===== config.mk =====
export PLATFORM = sky130hd
export DESIGN_NAME = i2crf_slave
export DESIGN_NICKNAME = d
export VERILOG_FILES = /design/src/rtl/i2crf_pkg.sv /design/src/rtl/i2crf_line_filter.sv /design/src/rtl/i2crf_bus_events.sv /design/src/rtl/i2crf_snapshot.sv /design/src/rtl/i2crf_slave.sv
export SDC_FILE = /design/constraint.sdc
export NUM_CORES = 1
export LEC_CHECK = 0
export ABC_AREA = 1
export BUFFER_PORTS_ARGS = -buffer_cell sky130_fd_sc_hd__buf_2
export CAP_MARGIN = 20
export CORE_UTILIZATION = 48
export DETAILED_ROUTE_END_ITERATION = 16
export HOLD_SLACK_MARGIN = 0.02
export PLACE_DENSITY = 0.78
export SYNTH_ARGS = -nofsm -noshare
export SYNTH_HDL_FRONTEND = slang
export SYNTH_SLANG_ARGS = --single-unit

===== constraint.sdc =====
create_clock -name clk -period 5.7 [get_ports clk]
set_clock_uncertainty 0.05 [all_clocks]
set_input_delay 0.285 -clock clk [delete_from_list [all_inputs] [get_ports clk]]
set_output_delay 0.285 -clock clk [all_outputs]
set_load 0.01 [all_outputs]

===== src/rtl/i2crf_pkg.sv =====
package i2crf_pkg;

    localparam int BYTE_W = 8;

    typedef enum logic [3:0] {
        ST_IDLE,
        ST_DEV,
        ST_DEV_ACK,
        ST_WORD,
        ST_WORD_ACK,
        ST_WRITE,
        ST_WRITE_ACK,
        ST_READ,
        ST_READ_ACK
    } rf_state_t;

endpackage


===== src/rtl/i2crf_line_filter.sv =====
module i2crf_line_filter #(
    parameter int SYNC_LEN = 2,
    parameter int FILT_LEN = 3
) (
    input  logic clk,
    input  logic rst_n,
    input  logic raw,
    output logic clean
);
    localparam int FCW = $clog2(FILT_LEN + 1);

    logic [SYNC_LEN-1:0] sync_q;
    logic [FCW-1:0]      run_q;

    always_ff @(posedge clk or negedge rst_n) begin
        if (!rst_n) begin
            sync_q <= '1;
            run_q  <= '0;
            clean  <= 1'b1;
        end else begin
            sync_q <= {sync_q[SYNC_LEN-2:0], raw};
            if (sync_q[SYNC_LEN-1] == clean) begin
                run_q <= '0;
            end else if (run_q == FCW'(FILT_LEN - 1)) begin
                clean <= sync_q[SYNC_LEN-1];
                run_q <= '0;
            end else begin
                run_q <= run_q + 1'b1;
            end
        end
    end
endmodule


===== src/rtl/i2crf_bus_events.sv =====
module i2crf_bus_events (
    input  logic clk,
    input  logic rst_n,
    input  logic scl,
    input  logic sda,
    output logic scl_rise,
    output logic scl_fall,
    output logic ev_start,
    output logic ev_stop
);
    logic scl_q, sda_q;

    always_ff @(posedge clk or negedge rst_n) begin
        if (!rst_n) begin
            scl_q <= 1'b1;
            sda_q <= 1'b1;
        end else begin
            scl_q <= scl;
            sda_q <= sda;
        end
    end

    always_comb begin
        scl_rise = scl & ~scl_q;
        scl_fall = ~scl & scl_q;
        ev_start = scl & scl_q & sda_q & ~sda;
        ev_stop  = scl & scl_q & ~sda_q & sda;
    end
endmodule


===== src/rtl/i2crf_snapshot.sv =====
module i2crf_snapshot
    import i2crf_pkg::*;
#(
    parameter int N_CNT = 7
) (
    input  logic                    clk,
    input  logic                    rst_n,
    input  logic                    capture,
    input  logic [N_CNT*BYTE_W-1:0] live,
    input  logic [BYTE_W-1:0]       ptr,
    input  logic [BYTE_W-1:0]       ext_rdata,
    output logic [BYTE_W-1:0]       rd_byte,
    output logic [N_CNT*BYTE_W-1:0] snap_flat
);
    logic [BYTE_W-1:0] snap_q [N_CNT];

    for (genvar k = 0; k < N_CNT; k++) begin : g_cap
        always_ff @(posedge clk or negedge rst_n) begin
            if (!rst_n) begin
                snap_q[k] <= '0;
            end else if (capture) begin
                snap_q[k] <= live[k*BYTE_W +: BYTE_W];
            end
        end
        assign snap_flat[k*BYTE_W +: BYTE_W] = snap_q[k];
    end

    always_comb begin
        rd_byte = ext_rdata;
        for (int k = 0; k < N_CNT; k++) begin
            if (ptr == BYTE_W'(k + 1)) begin
                rd_byte = snap_q[k];
            end
        end
    end
endmodule


===== src/rtl/i2crf_slave.sv =====
module i2crf_slave
    import i2crf_pkg::*;
#(
    parameter logic [5:0] ADDR_HI  = 6'b101000,
    parameter int         SYNC_LEN = 2,
    parameter int         FILT_LEN = 3,
    parameter int         N_CNT    = 7
) (
    input  logic                    clk,
    input  logic                    rst_n,
    input  logic                    scl_i,
    input  logic                    sda_i,
    input  logic                    addr_sel,
    input  logic [N_CNT*BYTE_W-1:0] cnt_live,
    input  logic [BYTE_W-1:0]       mem_rdata,
    output logic                    sda_oe,
    output logic [BYTE_W-1:0]       mem_addr,
    output logic                    mem_we,
    output logic [BYTE_W-1:0]       mem_wdata
);
    localparam int BCW = $clog2(BYTE_W + 1);

    logic scl_f, sda_f;
    logic scl_rise, scl_fall, ev_start, ev_stop;

    rf_state_t         st, st_nxt;
    logic [BYTE_W-1:0] sh_q, tx_q, ptr_q, rd_byte;
    logic [BCW-1:0]    bcnt_q;
    logic              rw_q, mack_q;
    logic              byte_done, tx_last, addr_hit, capture;
    logic              st_is_idle, in_read;
    logic [N_CNT*BYTE_W-1:0] snap_flat;

    i2crf_line_filter #(.SYNC_LEN(SYNC_LEN), .FILT_LEN(FILT_LEN)) u_scl_filt (
        .clk(clk), .rst_n(rst_n), .raw(scl_i), .clean(scl_f));
    i2crf_line_filter #(.SYNC_LEN(SYNC_LEN), .FILT_LEN(FILT_LEN)) u_sda_filt (
        .clk(clk), .rst_n(rst_n), .raw(sda_i), .clean(sda_f));

    i2crf_bus_events u_events (
        .clk(clk), .rst_n(rst_n), .scl(scl_f), .sda(sda_f),
        .scl_rise(scl_rise), .scl_fall(scl_fall),
        .ev_start(ev_start), .ev_stop(ev_stop));

    assign byte_done = (bcnt_q == BCW'(BYTE_W));
    assign tx_last   = (bcnt_q == BCW'(BYTE_W - 1));
    assign addr_hit  = (sh_q[BYTE_W-1:1] == {ADDR_HI, addr_sel});
    assign capture   = (st == ST_DEV) && scl_fall && byte_done && addr_hit && sh_q[0]
                       && !ev_start && !ev_stop;
    assign mem_addr  = ptr_q;
    assign st_is_idle = (st == ST_IDLE);
    assign in_read    = (st == ST_READ) || (st == ST_READ_ACK);

    i2crf_snapshot #(.N_CNT(N_CNT)) u_snap (
        .clk(clk), .rst_n(rst_n), .capture(capture), .live(cnt_live),
        .ptr(ptr_q), .ext_rdata(mem_rdata), .rd_byte(rd_byte),
        .snap_flat(snap_flat));

    // next-state logic
    always_comb begin
        st_nxt = st;
        if (ev_stop) begin
            st_nxt = ST_IDLE;
        end else if (ev_start) begin
            st_nxt = ST_DEV;
        end else begin
            unique case (st)
                ST_IDLE:      st_nxt = ST_IDLE;
                ST_DEV:       if (scl_fall && byte_done) st_nxt = addr_hit ? ST_DEV_ACK : ST_IDLE;
                ST_DEV_ACK:   if (scl_fall) st_nxt = rw_q ? ST_READ : ST_WORD;
                ST_WORD:      if (scl_fall && byte_done) st_nxt = ST_WORD_ACK;
                ST_WORD_ACK:  if (scl_fall) st_nxt = ST_WRITE;
                ST_WRITE:     if (scl_fall && byte_done) st_nxt = ST_WRITE_ACK;
                ST_WRITE_ACK: if (scl_fall) st_nxt = ST_WRITE;
                ST_READ:      if (scl_fall && tx_last) st_nxt = ST_READ_ACK;
                ST_READ_ACK:  if (scl_fall) st_nxt = mack_q ? ST_IDLE : ST_READ;
                default:      st_nxt = ST_IDLE;
            endcase
        end
    end

    // state register
    always_ff @(posedge clk or negedge rst_n) begin
        if (!rst_n) st <= ST_IDLE;
        else        st <= st_nxt;
    end

    // outputs and datapath
    always_ff @(posedge clk or negedge rst_n) begin
        if (!rst_n) begin
            sh_q      <= '0;
            tx_q      <= '0;
            ptr_q     <= '0;
            bcnt_q    <= '0;
            rw_q      <= 1'b0;
            mack_q    <= 1'b1;
            sda_oe    <= 1'b0;
            mem_we    <= 1'b0;
            mem_wdata <= '0;
        end else begin
            mem_we <= 1'b0;
            if (mem_we) ptr_q <= ptr_q + 1'b1;
            if (ev_stop) begin
                sda_oe <= 1'b0;
            end else if (ev_start) begin
                sda_oe <= 1'b0;
                bcnt_q <= '0;
            end else begin
                unique case (st)
                    ST_DEV, ST_WORD, ST_WRITE: begin
                        if (scl_rise) begin
                            sh_q   <= {sh_q[BYTE_W-2:0], sda_f};
                            bcnt_q <= bcnt_q + 1'b1;
                        end else if (scl_fall && byte_done) begin
                            bcnt_q <= '0;
                            if (st == ST_DEV) begin
                                if (addr_hit) begin
                                    sda_oe <= 1'b1;
                                    rw_q   <= sh_q[0];
                                end
                            end else if (st == ST_WORD) begin
                                sda_oe <= 1'b1;
                                ptr_q  <= sh_q;
                            end else begin
                                sda_oe    <= 1'b1;
                                mem_we    <= 1'b1;
                                mem_wdata <= sh_q;
                            end
                        end
                    end
                    ST_DEV_ACK, ST_WORD_ACK, ST_WRITE_ACK: begin
                        if (scl_fall) begin
                            bcnt_q <= '0;
                            if (st == ST_DEV_ACK && rw_q) begin
                                tx_q   <= rd_byte;
                                sda_oe <= ~rd_byte[BYTE_W-1];
                            end else begin
                                sda_oe <= 1'b0;
                            end
                        end
                    end
                    ST_READ: begin
                        if (scl_fall) begin
                            if (tx_last) begin
                                sda_oe <= 1'b0;
                                ptr_q  <= ptr_q + 1'b1;
                            end else begin
                                tx_q   <= {tx_q[BYTE_W-2:0], 1'b0};
                                sda_oe <= ~tx_q[BYTE_W-2];
                                bcnt_q <= bcnt_q + 1'b1;
                            end
                        end
                    end
                    ST_READ_ACK: begin
                        if (scl_rise) begin
                            mack_q <= sda_f;
                        end else if (scl_fall && !mack_q) begin
                            tx_q   <= rd_byte;
                            sda_oe <= ~rd_byte[BYTE_W-1];
                            bcnt_q <= '0;
                        end
                    end
                    ST_IDLE: begin
                        sda_oe <= 1'b0;
                    end
                    default: sda_oe <= 1'b0;
                endcase
            end
        end
    end
endmodule


### After elaboration in Yosys (flattened, before gate mapping)

Index checks and enable logic that the tools add are counted.

| storage, ports and cells | value |
|---|---|
| register bits after elaboration | 111 |
| output and inout port bits | 18 |

| operators by class | value |
|---|---|
| add/sub/neg operators | 4 |
| eq/ne operators | 48 |
| muxes and demuxes | 70 |
| bitwise gates (word level) | 20 |
| reductions and logical operators | 28 |

Operators by type and width:

| cell | count |
|---|---|
| $mux W8 | 16 |
| $mux W4 | 17 |
| $mux W7 | 6 |
| $ne A4 B4 Y1 const B | 10 |
| $eq A8 B3 Y1 const B | 4 |
| $pmux W4 S7 | 1 |
| $reduce_and A7 Y1 | 4 |
| $pmux W7 S3 | 1 |
| $eq A4 B3 Y1 const B | 5 |
| $mux W1 | 19 |
| $eq A8 B2 Y1 const B | 2 |
| $pmux W4 S4 | 1 |
| $pmux W8 S2 | 1 |
| $not A1 Y1 | 13 |
| $ne A3 B3 Y1 const B | 4 |
| $ne A4 B3 Y1 const B | 3 |
| $logic_and A1 B1 Y1 | 10 |
| $mux W2 | 5 |
| $ne A2 B2 Y1 const B | 5 |
| $reduce_and A9 Y1 | 1 |
| $add A8 B1 Y8 const B | 1 |
| $eq A4 B2 Y1 const B | 2 |
| $eq A4 B4 Y1 const B | 2 |
| $eq A8 B1 Y1 const B | 1 |
| other kinds (21) | 36 |

### Logic depth before layout (Yosys ltp)

Gate-level depths: netlist of the first run.

| logic depth | value |
|---|---|
| depth after elaboration | 14 |
| gate-level depth with buffers | 16 |
| mapped depth without buffers | 16 |

### By module

Synthesis of the first run repeated with hierarchy kept, for this count alone.

| second synthesis, totals | value |
|---|---|
| cells, all modules | 811 |
| area, all modules | 6172.2 um^2 |

By module, submodules not included:

| module | times used | cells each | area an instance (um^2) |
|---|---|---|---|
| i2crf_snapshot | 1 | 358 | 2952.8 |
| i2crf_slave | 1 | 398 | 2745.1 |
| i2crf_line_filter | 2 | 21 | 190.2 |
| i2crf_bus_events | 1 | 13 | 93.8 |

### Least setup slack after synthesis of the first run

Ideal clock, no wire load.

| timing | value |
|---|---|
| kind | register to register |
| start point | register ptr_q[0] (netlist: mem_addr[0]) |
| end point | register tx_q[4] |
| data arrival time | 1673 ps |
| data required time | 5534 ps |
| path slack | 3861 ps |
| cell stages (with the launch flop) | 13 |
| buffers on the path | 0 |
| path through | dfrtp_1 inv_1 ha_1 nand3_1 nor2_4 inv_1 or2_2 nand3_1 nand2_1 nand2_1 nand2_1 nand2_1 nand2_1 |

| between the ends | value |
|---|---|
| word-level cells in the longest chain between the ends | 11 |
| elaborated cells between the ends (all ways) | 19 |
| those cells by class | 7 x eq/ne; 12 x mux |

Ends and longest elaborated chain:

| element | RTL line | source |
|---|---|---|
| from (decl) | i2crf_slave.sv:27 | `logic [BYTE_W-1:0] sh_q, tx_q, ptr_q, rd_byte;` |
| from (signal assigned) | i2crf_slave.sv:101 | `if (mem_we) ptr_q <= ptr_q + 1'b1;` |
| from (signal assigned) | i2crf_slave.sv:122 | `ptr_q <= sh_q;` |
| from (signal assigned) | i2crf_slave.sv:145 | `ptr_q <= ptr_q + 1'b1;` |
| $eq A8 B1 Y1 | i2crf_snapshot.sv:31 | `if (ptr == BYTE_W'(k + 1)) begin` |
| $mux W8 (6 in a row) | i2crf_snapshot.sv:31 |  |
| $mux W8 (*) | i2crf_snapshot.sv:31 |  |
| $mux W7 (on tied branches) | i2crf_slave.sv:156, i2crf_slave.sv:133 |  |
| $mux W7 (on tied branches) | i2crf_slave.sv:154, i2crf_slave.sv:131 |  |
| $pmux W7 S3 (*) | i2crf_slave.sv:108 | `unique case (st)` |
| to (signal assigned) | i2crf_slave.sv:134 | `tx_q <= rd_byte;` |
| to (signal assigned) | i2crf_slave.sv:147 | `tx_q <= {tx_q[BYTE_W-2:0], 1'b0};` |
| to (signal assigned) | i2crf_slave.sv:157 | `tx_q <= rd_byte;` |
| to (decl) | i2crf_slave.sv:27 |  |

Mark *: on every way between the ends. The rest lies on a longest branch, timed or not. The select of a mux whose other input is x is not followed.
A chain may end at the register's enable or synchronous reset.

### Worst setup path after layout of the first run

| timing | value |
|---|---|
| start point | register sh_q[6] |
| end point | register u_snap.snap_q, in the netlist u_snap.snap_flat[53] |

| between the ends | value |
|---|---|
| word-level cells in the longest chain between the ends | 5 |

Ends and longest elaborated chain:

| element | RTL line | source |
|---|---|---|
| from (decl) | i2crf_slave.sv:27 |  |
| from (signal assigned) | i2crf_slave.sv:111 | `sh_q <= {sh_q[BYTE_W-2:0], sda_f};` |
| $eq A7 B7 Y1 | i2crf_slave.sv:46 | `assign addr_hit = (sh_q[BYTE_W-1:1] == {ADDR_HI, addr_sel});` |
| $logic_and A1 B1 Y1 (2 in a row) | i2crf_slave.sv:47 | `assign capture = (st == ST_DEV) && scl_fall && byte_done && addr_hit && sh_q[0]` |
| $logic_and A1 B1 Y1 (2 in a row) | i2crf_slave.sv:48 | `&& !ev_start && !ev_stop;` |
| to (signal, indexed assignment) | i2crf_snapshot.sv:22 | `snap_q[k] <= live[k*BYTE_W +: BYTE_W];` |
| to (decl) | i2crf_snapshot.sv:15 | `logic [BYTE_W-1:0] snap_q [N_CNT];` |

No other way between the ends.

==> results of run 1 <==
-- worst min-delay path by stage --
stage | startpoint | end | slack, ps | depth (start not counted)
after global routing | cnt_live[35] | u_snap.snap_flat[35] | 100 | 2
after detailed placement | rst_n | u_sda_filt.run_q[0] | 240 | 1
after CTS | cnt_live[25] | u_snap.snap_flat[25] | 90 | 2
final | cnt_live[25] | u_snap.snap_flat[25] | 100 | 2
after floorplan | rst_n | bcnt_q[0] | -60 | 0
after global placement | rst_n | u_sda_filt.run_q[1] | 240 | 1
-- what timing repair did --
item	4_1_cts	5_1_grt
setup buffers	0	0
hold endpoints to repair	35	0
hold buffers	3	0
-- cell type report --
cell class | instances | area (um2) | area share (%)
Inverter | 88 | 330 | 4.98
Sequential cell | 111 | 2790 | 42.0
Timing Repair Buffer | 91 | 485 | 7.32
Tap cell | 143 | 179 | 2.70
Multi-Input combinational cell | 444 | 2570 | 38.7
Clock inverter | 5 | 31.3 | 0.472
Clock buffer | 11 | 253 | 3.81
-- state kept, by name, indices dropped and copies added (netlist names) --
register,cells
u_snap.snap_flat,56
u_scl_filt.clean,1
tx_q,7
mack_q,1
u_scl_filt.sync_q,2
u_events.scl_q,1
sda_oe,1
mem_addr,8
mem_we,1
u_sda_filt.clean,1
bcnt_q,4
st,4
u_scl_filt.run_q,2
u_sda_filt.sync_q,2
mem_wdata,8
sh_q,8
rw_q,1
u_sda_filt.run_q,2
u_events.sda_q,1
-- metal layers --
metal / track usage [%] / vias to the layer above
met1: 30.1 / 2251
met4: 9.19 / 0
met5: 0 / -
li1: - / 2345
met3: 4.25 / 19
met2: 36.7 / 121
-- power by group through the flow --
| stage | Clock (mW) | Combinational [mW] | Sequential (mW) |
|---|---|---|---|
| finish | 0.606 | 0.378 | 0.956 |
| detailed placement | 0 | 0.375 | 0.971 |
| CTS | 0.623 | 0.379 | 0.956 |
| floorplan | 0 | 0.260 | 0.953 |
| global route | 0.648 | 0.432 | 0.967 |
| global placement | 0 | 0.360 | 0.964 |
-- cell usage in the layout, fill, tap and decap left out, types with 7 or more instances in the layout --
cell type    n
nor2_1      47
inv_2       14
nor3_1       9
nand3_1     39
o21ai_0     49
mux2_2      38
o22ai_1      7
a21oi_1     39
o21ai_1      7
buf_2       85
inv_1       74
dfstp_2      9
nor2_2       7
clkbuf_16    9
dfrtp_1    102
nand2_1    137
-- per-stage QoR --
stage | instances | cell area (um2) | setup slack (ps)
after floorplan | 657 | 5780 | 3860
after global placement | 873 | 6300 | 3260
after detailed placement | 873 | 6300 | 3190
after CTS | 892 | 6620 | 3190
after global routing | 893 | 6630 | 3070
final | 893 | 6630 | 3220
-- kinds of logic after synthesis --
logic type                 count (synthesis)  synth area share (%)
AOI/OAI and AO/OA                        118                  11.4
xor gates and xnor gates                   8                  1.21
adders and majority gates                  6                  1.30
buffers and inverters                    102                  7.42
DFF                                      111                  48.2
muxes                                     44                  8.96
and+or+nand+nor                          268                  21.5
-- critical path: cells and delay by family, from the launching register on --
kind	cells	cell delay [ps]
DFF	1	400
buffers and inverters	1	120
and+or+nand+nor	3	1220
muxes	1	550
==> flow_summary_export.csv, run 1 <==
group,metric,value,unit
run_status,status,"finished, violations left",
run_status,violations,"design-rule violations",
worst_setup_path,rrSetupSlack,3220,ps
route,wl_per_cell,14.9,um
pwr,finalPower,1.94,mW
logic_synthesis,ys_seq_elements,111,
grt,track_usage,22.7,%
route,avgViaCountPerCell,5.30,
logic_synthesis,synth_top_cell_by_area,"dfrtp_1",
route,num_vias,4736,
logic_synthesis,syn_inst,657,
grt,antenna_found_initial,0,
placed_design,port_buffers,86,
worst_setup_path,endpoint_kind,"register",
pwr,seqPwrFrac,49.3,%
logic_synthesis,ys_async_sr_fraction,100,%
clock_tree,cts_buffer_depth,2,
timing,hold_violations,0,
clock_tree,cts_tree,"built",
route,drc_errors,5,
timing,fmax,0.403,GHz
logic_synthesis,syn-cell-area,5780,um2
worst_setup_path,timing.rr.start,"sh_q[6]",
pwr,p_switching,607,uW
die,io_pins,87,
route,drtIter0Drc,281,
worst_setup_path,cp-start-kind,"register",
clock_tree,clock_latency,360,ps
placed_design,gp_congestion,0.869,
logic_synthesis,ys_seq_area_share,48.2,%
worst_setup_path,max_stage_delay,720,ps
die,coreArea,11600,um2
finish,drive_above_1_share,26.7,%
grt,grt_pass1_wl,22400,um
route,wl,13300,um
logic_synthesis,yosysWarnings,0,
logic_synthesis,yosysUniqueCellTypes,45,
pwr,power_frac_comb,19.5,%
pwr,internal_power,1.33,mW
worst_setup_path,worstSetupPathType,"reg2reg",
timing,hold-worst-slack,97.8,ps
clock_tree,clk_pin_slew,80,ps
finish,final_core_util,57.4,%
worst_setup_path,rr_worst_depth,5,
finish,nets,820,
timing,period_needed,2480,ps
finish,diodes,0,
clock_tree,numCtsBuffers,9,
finish,nFillCells,1036,
worst_setup_path,arrival,2670,ps
timing,fin_tns_setup,0,ps
worst_setup_path,required,5890,ps
grt,grt_max_degree,74,
pwr,switching_share,31.3,%
pwr,powerDensity,292,nW/um2
die,start_util,50.0,%
timing,worstMarginPinSlew,968,ps
clock_tree,cts_root_buf,"clkbuf_16",
worst_setup_path,crit_chain,"inv_1 > nand3_1 > nor3_2 > nand4_4 > mux2_2",
logic_synthesis,ys.flop_type,"dfrtp_1",
logic_synthesis,synth_top_area_share,44.1,%
logic_synthesis,syn-num-nets,732,
logic_synthesis,synth_commonest_cells,"nand2_1, dfrtp_1, inv_1",
die,chipWidth,112,um
clock_tree,post_cts_resized,0,
route,wl_met3,639,um
worst_setup_path,crit_path_max_fanout,44,
worst_setup_path,worstSetupStartpoint,"sh_q[6]",
timing,fin_crit_sh,43.5,%
pwr,p_leak,3.44,nW
route,postRouteAntennaNets,0,
finish,area_growth,14.7,%
timing,slew_viol_final,0,
die,rows,39,
die,die_area,12500,um2
die,die_h,112,um
run,maxCapViolCount,0,
route,top_layer_used,"met4",
clock_tree,clock_sinks,111,
clock_tree,htreeDepth,3,
timing,finalSetupViolCount,0,
pwr,pwr-share-clk,31.2,%
logic_synthesis,yosys-top-cells-area,"dfrtp_1, nand2_1, mux2_2",
pwr,max-vdd-ir-drop,0.000161,V
worst_setup_path,r2r_end,"u_snap.snap_flat[53]",
worst_setup_path,crit_end,"u_snap.snap_flat[53]",
logic_synthesis,avgSynthCellArea,8.80,um2
logic_synthesis,synth.most_common_cell,"nand2_1",
timing,rsz0062_at_grt,"false",
route,first_pass_iters,11,
timing,relSlewSlack,35.1,%
worst_setup_path,cp_slowest_cell,"nand4_4",
grt,grt_overflow,0,
grt,grt_pass1_vias,4668,
placed_design,hpwlAfterDp,9870,um
route,wl_met1,6000,um
route,wl_met2,6390,um
hold_path,hold_path_class,"in2reg",
logic_synthesis,synth_edf_count,0,
No activity file was read; power rests on OpenSTA's default activity.
==> inputs of run 2 (changes only) <==
Settings changed: ABC_AREA 1 to 0.
Clock period 5.7 ns to 2.34 ns, I/O delays scaled along.
==> flow_summary_export.csv, run 2 <==
group,metric,value,unit
timing,fin_crit_sh,105,%
die,io_pins,87,
die,chipWidth,110,um
worst_setup_path,crit_path_max_fanout,12,
placed_design,place_area,6400,um2
route,num_vias,4900,
placed_design,gp_congestion,0.935,
route,wl_per_cell,18.7,um
timing,rsz0062_at_grt,"true",
finish,final_cell_mix,"dfrtp_1, buf_2, dlygate4sd3_1",
finish,mostFrequentLayoutCell,"dfrtp_1",
worst_setup_path,arrival,2630,ps
clock_tree,clock_latency,350,ps
run_status,violations,"negative setup slack",
clock_tree,numCtsBuffers,9,
die,die_area,12100,um2
logic_synthesis,ys_seq_area_share,49.9,%
worst_setup_path,endpoint_kind,"register",
route,first_pass_iters,5,
logic_synthesis,synth_top_cell_by_area,"dfrtp_1",
logic_synthesis,ys_seq_elements,111,
route,drc_errors,0,
clock_tree,cts_root_buf,"clkbuf_16",
logic_synthesis,avgSynthCellArea,10.9,um2
timing,relSlewSlack,67.2,%
logic_synthesis,ys_async_sr_fraction,100,%
hold_path,hold_path_class,"in2reg",
logic_synthesis,yosysUniqueCellTypes,65,
finish,area_growth,33.2,%
run,maxCapViolCount,0,
finish,multi_input_area,2670,um2
logic_synthesis,synth_edf_count,0,
logic_synthesis,synth_commonest_cells,"dfrtp_1, nand2_1, mux2_2",
logic_synthesis,syn_inst,513,
die,start_util,49.1,%
grt,grt_pass1_wl,23900,um
clock_tree,cts_tree,"built",
finish,drive_above_1_share,33.6,%
grt,grt_overflow,0,
finish,final_core_util,65.5,%
finish,largest_register_ffs,56,
logic_synthesis,synth.most_common_cell,"dfrtp_1",
logic_synthesis,ys.flop_type,"dfrtp_1",
timing,worstMarginPinSlew,489,ps
logic_synthesis,synth_top_area_share,45.7,%
worst_setup_path,worstSetupPathType,"reg2reg",
die,coreArea,11400,um2
pwr,powerDensity,726,nW/um2
timing,fmax,0.408,GHz
finish,fin_cells,837,
placed_design,port_buffers,86,
clock_tree,clock_sinks,111,
placed_design,hpwlAfterDp,10400,um
logic_synthesis,syn-cell-area,5590,um2
grt,track_usage,26.3,%
clock_tree,cts_buffer_depth,2,
run_status,status,"finished, violations left",
finish,nFillCells,859,
grt,grt_pass1_vias,4888,
finish,nets,764,
worst_setup_path,required,2520,ps
worst_setup_path,cp-start-kind,"register",
die,die_h,110,um
logic_synthesis,yosys-top-cells-area,"dfrtp_1, mux2_2, dfstp_2",
timing,layout_setup_ws,-108,ps
clock_tree,clk_pin_slew,70,ps
grt,antenna_found_initial,0,
route,postRouteAntennaNets,0,
timing,slew_viol_final,0,
logic_synthesis,yosysWarnings,0,
finish,regArea,2790,um2
pwr,p_leak,3.51,nW
finish,diodes,0,
timing,finalSetupViolCount,52,
timing,hold_violations,0,
route,drtIter0Drc,312,
route,wl,15700,um
logic_synthesis,syn-num-nets,588,
route,avgViaCountPerCell,5.85,
placed_design,post-place-cells,756,
clock_tree,htreeDepth,3,
die,rows,39,
timing,period_needed,2450,ps
grt,grt_max_degree,57,
finish,fin_area,7440,um2
pwr,max-vdd-ir-drop,0.000439,V
## run 2: changes by cell type in the layout (fill, tap and decap cells not counted), moves of 19 or more
cell,before,now
nand3_1,39,13
nor2_1,47,23
dlygate4sd3_1,3,59
buf_4,2,42
nand2_1,137,53
a21oi_1,39,20
o21ai_0,49,19
inv_1,74,16
## run 2: routing by layer
layer	GRT usage [%]	wire, um	vias up
li1	-	-	2239
met1	33.9	6470	2384
met2	42.1	7470	226
met3	5.04	1120	51
met4	13.3	609	0
met5	0	0	-
## run 2: cell families after synthesis
family	after synthesis	share of synthesized area [%]
simple gates	162	15.2
xor+xnor	4	0.627
mux	69	13.9
flops	111	49.9
fa+ha+maj	6	1.34
buf+inv	44	3.58
compound gates	117	15.4
## run 2: timing repair
action,4_1_cts,5_1_grt
resized for setup,1,21
buffers inserted,0,3
pin swaps,0,3
gates cloned,0,3
hold buffers,59,0
endpoints found under the setup margin,47,69
hold endpoints to repair,85,0
## run 2: final cells by class
| type | instances | area share, % |
|---|---|---|
| sequential | 111 | 37.5 |
| timing repair buffer | 192 | 19.5 |
| clock inverter | 4 | 0.387 |
| clock buffer | 12 | 3.45 |
| inverter | 17 | 0.857 |
| tap | 143 | 2.40 |
| multi-input combinational | 358 | 35.9 |
## run 2: metrics by stage
step / hold WS [ps] / TNS (ps) / total power, mW / setup WS [ps]
3_3_place_gp: 15.9 / 0 / 3.76 / 9.61
2_1_floorplan: -229 / 0 / 3.28 / 54.6
4_1_cts: 88.4 / -2450 / 5.38 / -71.8
3_5_place_dp: 23.0 / -1900 / 3.83 / -54.0
5_1_grt: 127 / -9420 / 5.64 / -200
6_report: 99.6 / -3780 / 5.40 / -108
## run 2: power breakdown
part / internal [mW] / leakage, nW / switching (mW)
logic: 0.745 / 1.90 / 0.752
clock network: 0.784 / 0.135 / 0.699
registers: 2.17 / 1.48 / 0.250
total: 3.70 / 3.51 / 1.70
## run 2: worst paths after layout
kind                                      start              endpoint  slack [ps]  cells after the start
setup / recovery                        sh_q[6]  u_snap.snap_flat[32]        -110                      7
hold / removal                     mem_rdata[5]               tx_q[5]         100                      3
setup reg to reg                        sh_q[6]  u_snap.snap_flat[32]        -110                      7
hold reg to reg            u_scl_filt.sync_q[0]  u_scl_filt.sync_q[1]         310                      0
max in group asynchronous                 rst_n               sh_q[3]        1340                      3
min in group asynchronous                 rst_n   u_sda_filt.run_q[0]         190                      2
## run 2: worst max-delay path, stage by stage (launching register included)
cell and delay [ps]:
dfrtp_1 390, or4b_4 550, nor4b_4 260, nand4_1 210, nor2_4 210, buf_12 130, clkbuf_16 170, mux2_2 350
==> inputs of run 3 (changes only) <==
==> constraint.sdc (replaced) <==
create_clock -name clk -period 2.34 [get_ports clk]
set_clock_uncertainty 0.05 [all_clocks]
set_input_delay 0.234 -clock clk [delete_from_list [all_inputs] [get_ports clk]]
set_output_delay 0.234 -clock clk [all_outputs]
set_load 0.01 [all_outputs]
==> flow_summary_export.csv, run 3 (synthesis gave the netlist of run 2 again) <==
group,metric,value,unit
finish,multi_input_area,2660,um2
worst_setup_path,required,2520,ps
route,postRouteAntennaNets,0,
placed_design,place_area,6400,um2
finish,final_core_util,60.2,%
route,avgViaCountPerCell,5.95,
finish,fin_cells,779,
die,die_h,110,um
pwr,max-vdd-ir-drop,0.000436,V
timing,worstMarginPinSlew,522,ps
grt,grt_pass1_vias,4437,
worst_setup_path,endpoint_kind,"register",
run_status,status,"finished, violations left",
clock_tree,numCtsBuffers,9,
placed_design,port_buffers,86,
grt,grt_overflow,0,
run,maxCapViolCount,0,
worst_setup_path,cp-start-kind,"register",
placed_design,hpwlAfterDp,10100,um
finish,drive_above_1_share,36.6,%
finish,largest_register_ffs,56,
timing,fin_tns_setup,-699,ps
clock_tree,cts_buffer_depth,2,
grt,track_usage,24.6,%
timing,rsz0062_at_grt,"true",
timing,period_needed,2390,ps
clock_tree,htreeDepth,3,
die,start_util,49.1,%
die,rows,39,
timing,fin_crit_sh,102,%
clock_tree,clock_latency,350,ps
worst_setup_path,crit_path_max_fanout,11,
route,drtIter0Drc,275,
grt,grt_max_degree,57,
timing,relSlewSlack,64.9,%
placed_design,gp_congestion,0.944,
finish,nFillCells,935,
worst_setup_path,arrival,2570,ps
die,chipWidth,110,um
die,io_pins,87,
grt,grt_pass1_wl,22500,um
hold_path,hold_path_class,"in2reg",
finish,regArea,2790,um2
worst_setup_path,worstSetupPathType,"reg2reg",
route,drc_errors,0,
timing,hold-worst-slack,49.1,ps
route,first_pass_iters,5,
timing,hold_violations,0,
clock_tree,clk_pin_slew,70,ps
route,wl,14000,um
route,num_vias,4637,
timing,finalSetupViolCount,45,
finish,fin_area,6840,um2
grt,antenna_found_initial,0,
run_status,violations,"negative setup slack",
pwr,p_leak,3.27,nW
clock_tree,cts_tree,"built",
placed_design,preCtsSetupSlack,-57.3,ps
route,wl_per_cell,18.0,um
finish,area_growth,22.4,%
pwr,powerDensity,771,nW/um2
timing,fmax,0.419,GHz
timing,slew_viol_final,0,
timing,layout_setup_ws,-46.4,ps
die,die_area,12100,um2
finish,nets,706,
finish,final_cell_mix,"dfrtp_1, buf_2, nand2_1",
placed_design,post-place-cells,756,
clock_tree,clock_sinks,111,
clock_tree,cts_root_buf,"clkbuf_16",
finish,diodes,0,
pwr,finalPower,5.27,mW
finish,mostFrequentLayoutCell,"dfrtp_1",
die,coreArea,11400,um2
-- run 3: critical path: stages, from the launching register on --
cell       delay [ps]
dfrtp_1           380
or4b_4            550
nor4b_4           260
nand4_1           210
nor2_4            140
buf_4             170
clkbuf_16         180
mux2_2            340
-- run 3: cell type report --
class / count / share of cell area, %
clock buffers: 13 / 3.80
clock inverters: 3 / 0.256
inverters: 17 / 0.933
multi-input cells: 358 / 38.9
flip-flops and latches: 111 / 40.8
well taps: 143 / 2.62
repair buffers: 134 / 12.7
-- run 3: repair_timing --
action | CTS | global route
setup buffers | 2 | 0
gates cloned | 1 | 1
pin swaps | 0 | 2
hold buffers | 3 | 0
endpoints found under the setup margin | 47 | 72
hold endpoints to repair | 31 | 0
gates resized for setup | 2 | 19
-- run 3: final timing paths --
path	start	endpoint	slack (ps)	depth (start not counted)
min in group asynchronous	rst_n	st[1]	340	2
setup / recovery	sh_q[6]	u_snap.snap_flat[35]	-50	7
hold reg to reg	u_scl_filt.sync_q[0]	u_scl_filt.sync_q[1]	310	0
setup reg to reg	sh_q[6]	u_snap.snap_flat[35]	-50	7
hold / removal	cnt_live[9]	u_snap.snap_flat[9]	50	2
max in group asynchronous	rst_n	u_events.scl_q	1210	3
-- run 3: per-layer routing --
layer / part of all wire, % / track usage, % / vias up
met5: 0 / 0 / -
met4: 2.8 / 11.3 / 0
li1: - / - / 2133
met1: 44 / 34.5 / 2306
met3: 5.6 / 2.79 / 30
met2: 48 / 38.3 / 168
-- run 3: power by group --
| group | switching [mW] | internal (mW) |
|---|---|---|
| clock network | 0.663 | 0.778 |
| logic | 0.721 | 0.688 |
| registers | 0.251 | 2.17 |
| total | 1.63 | 3.64 |
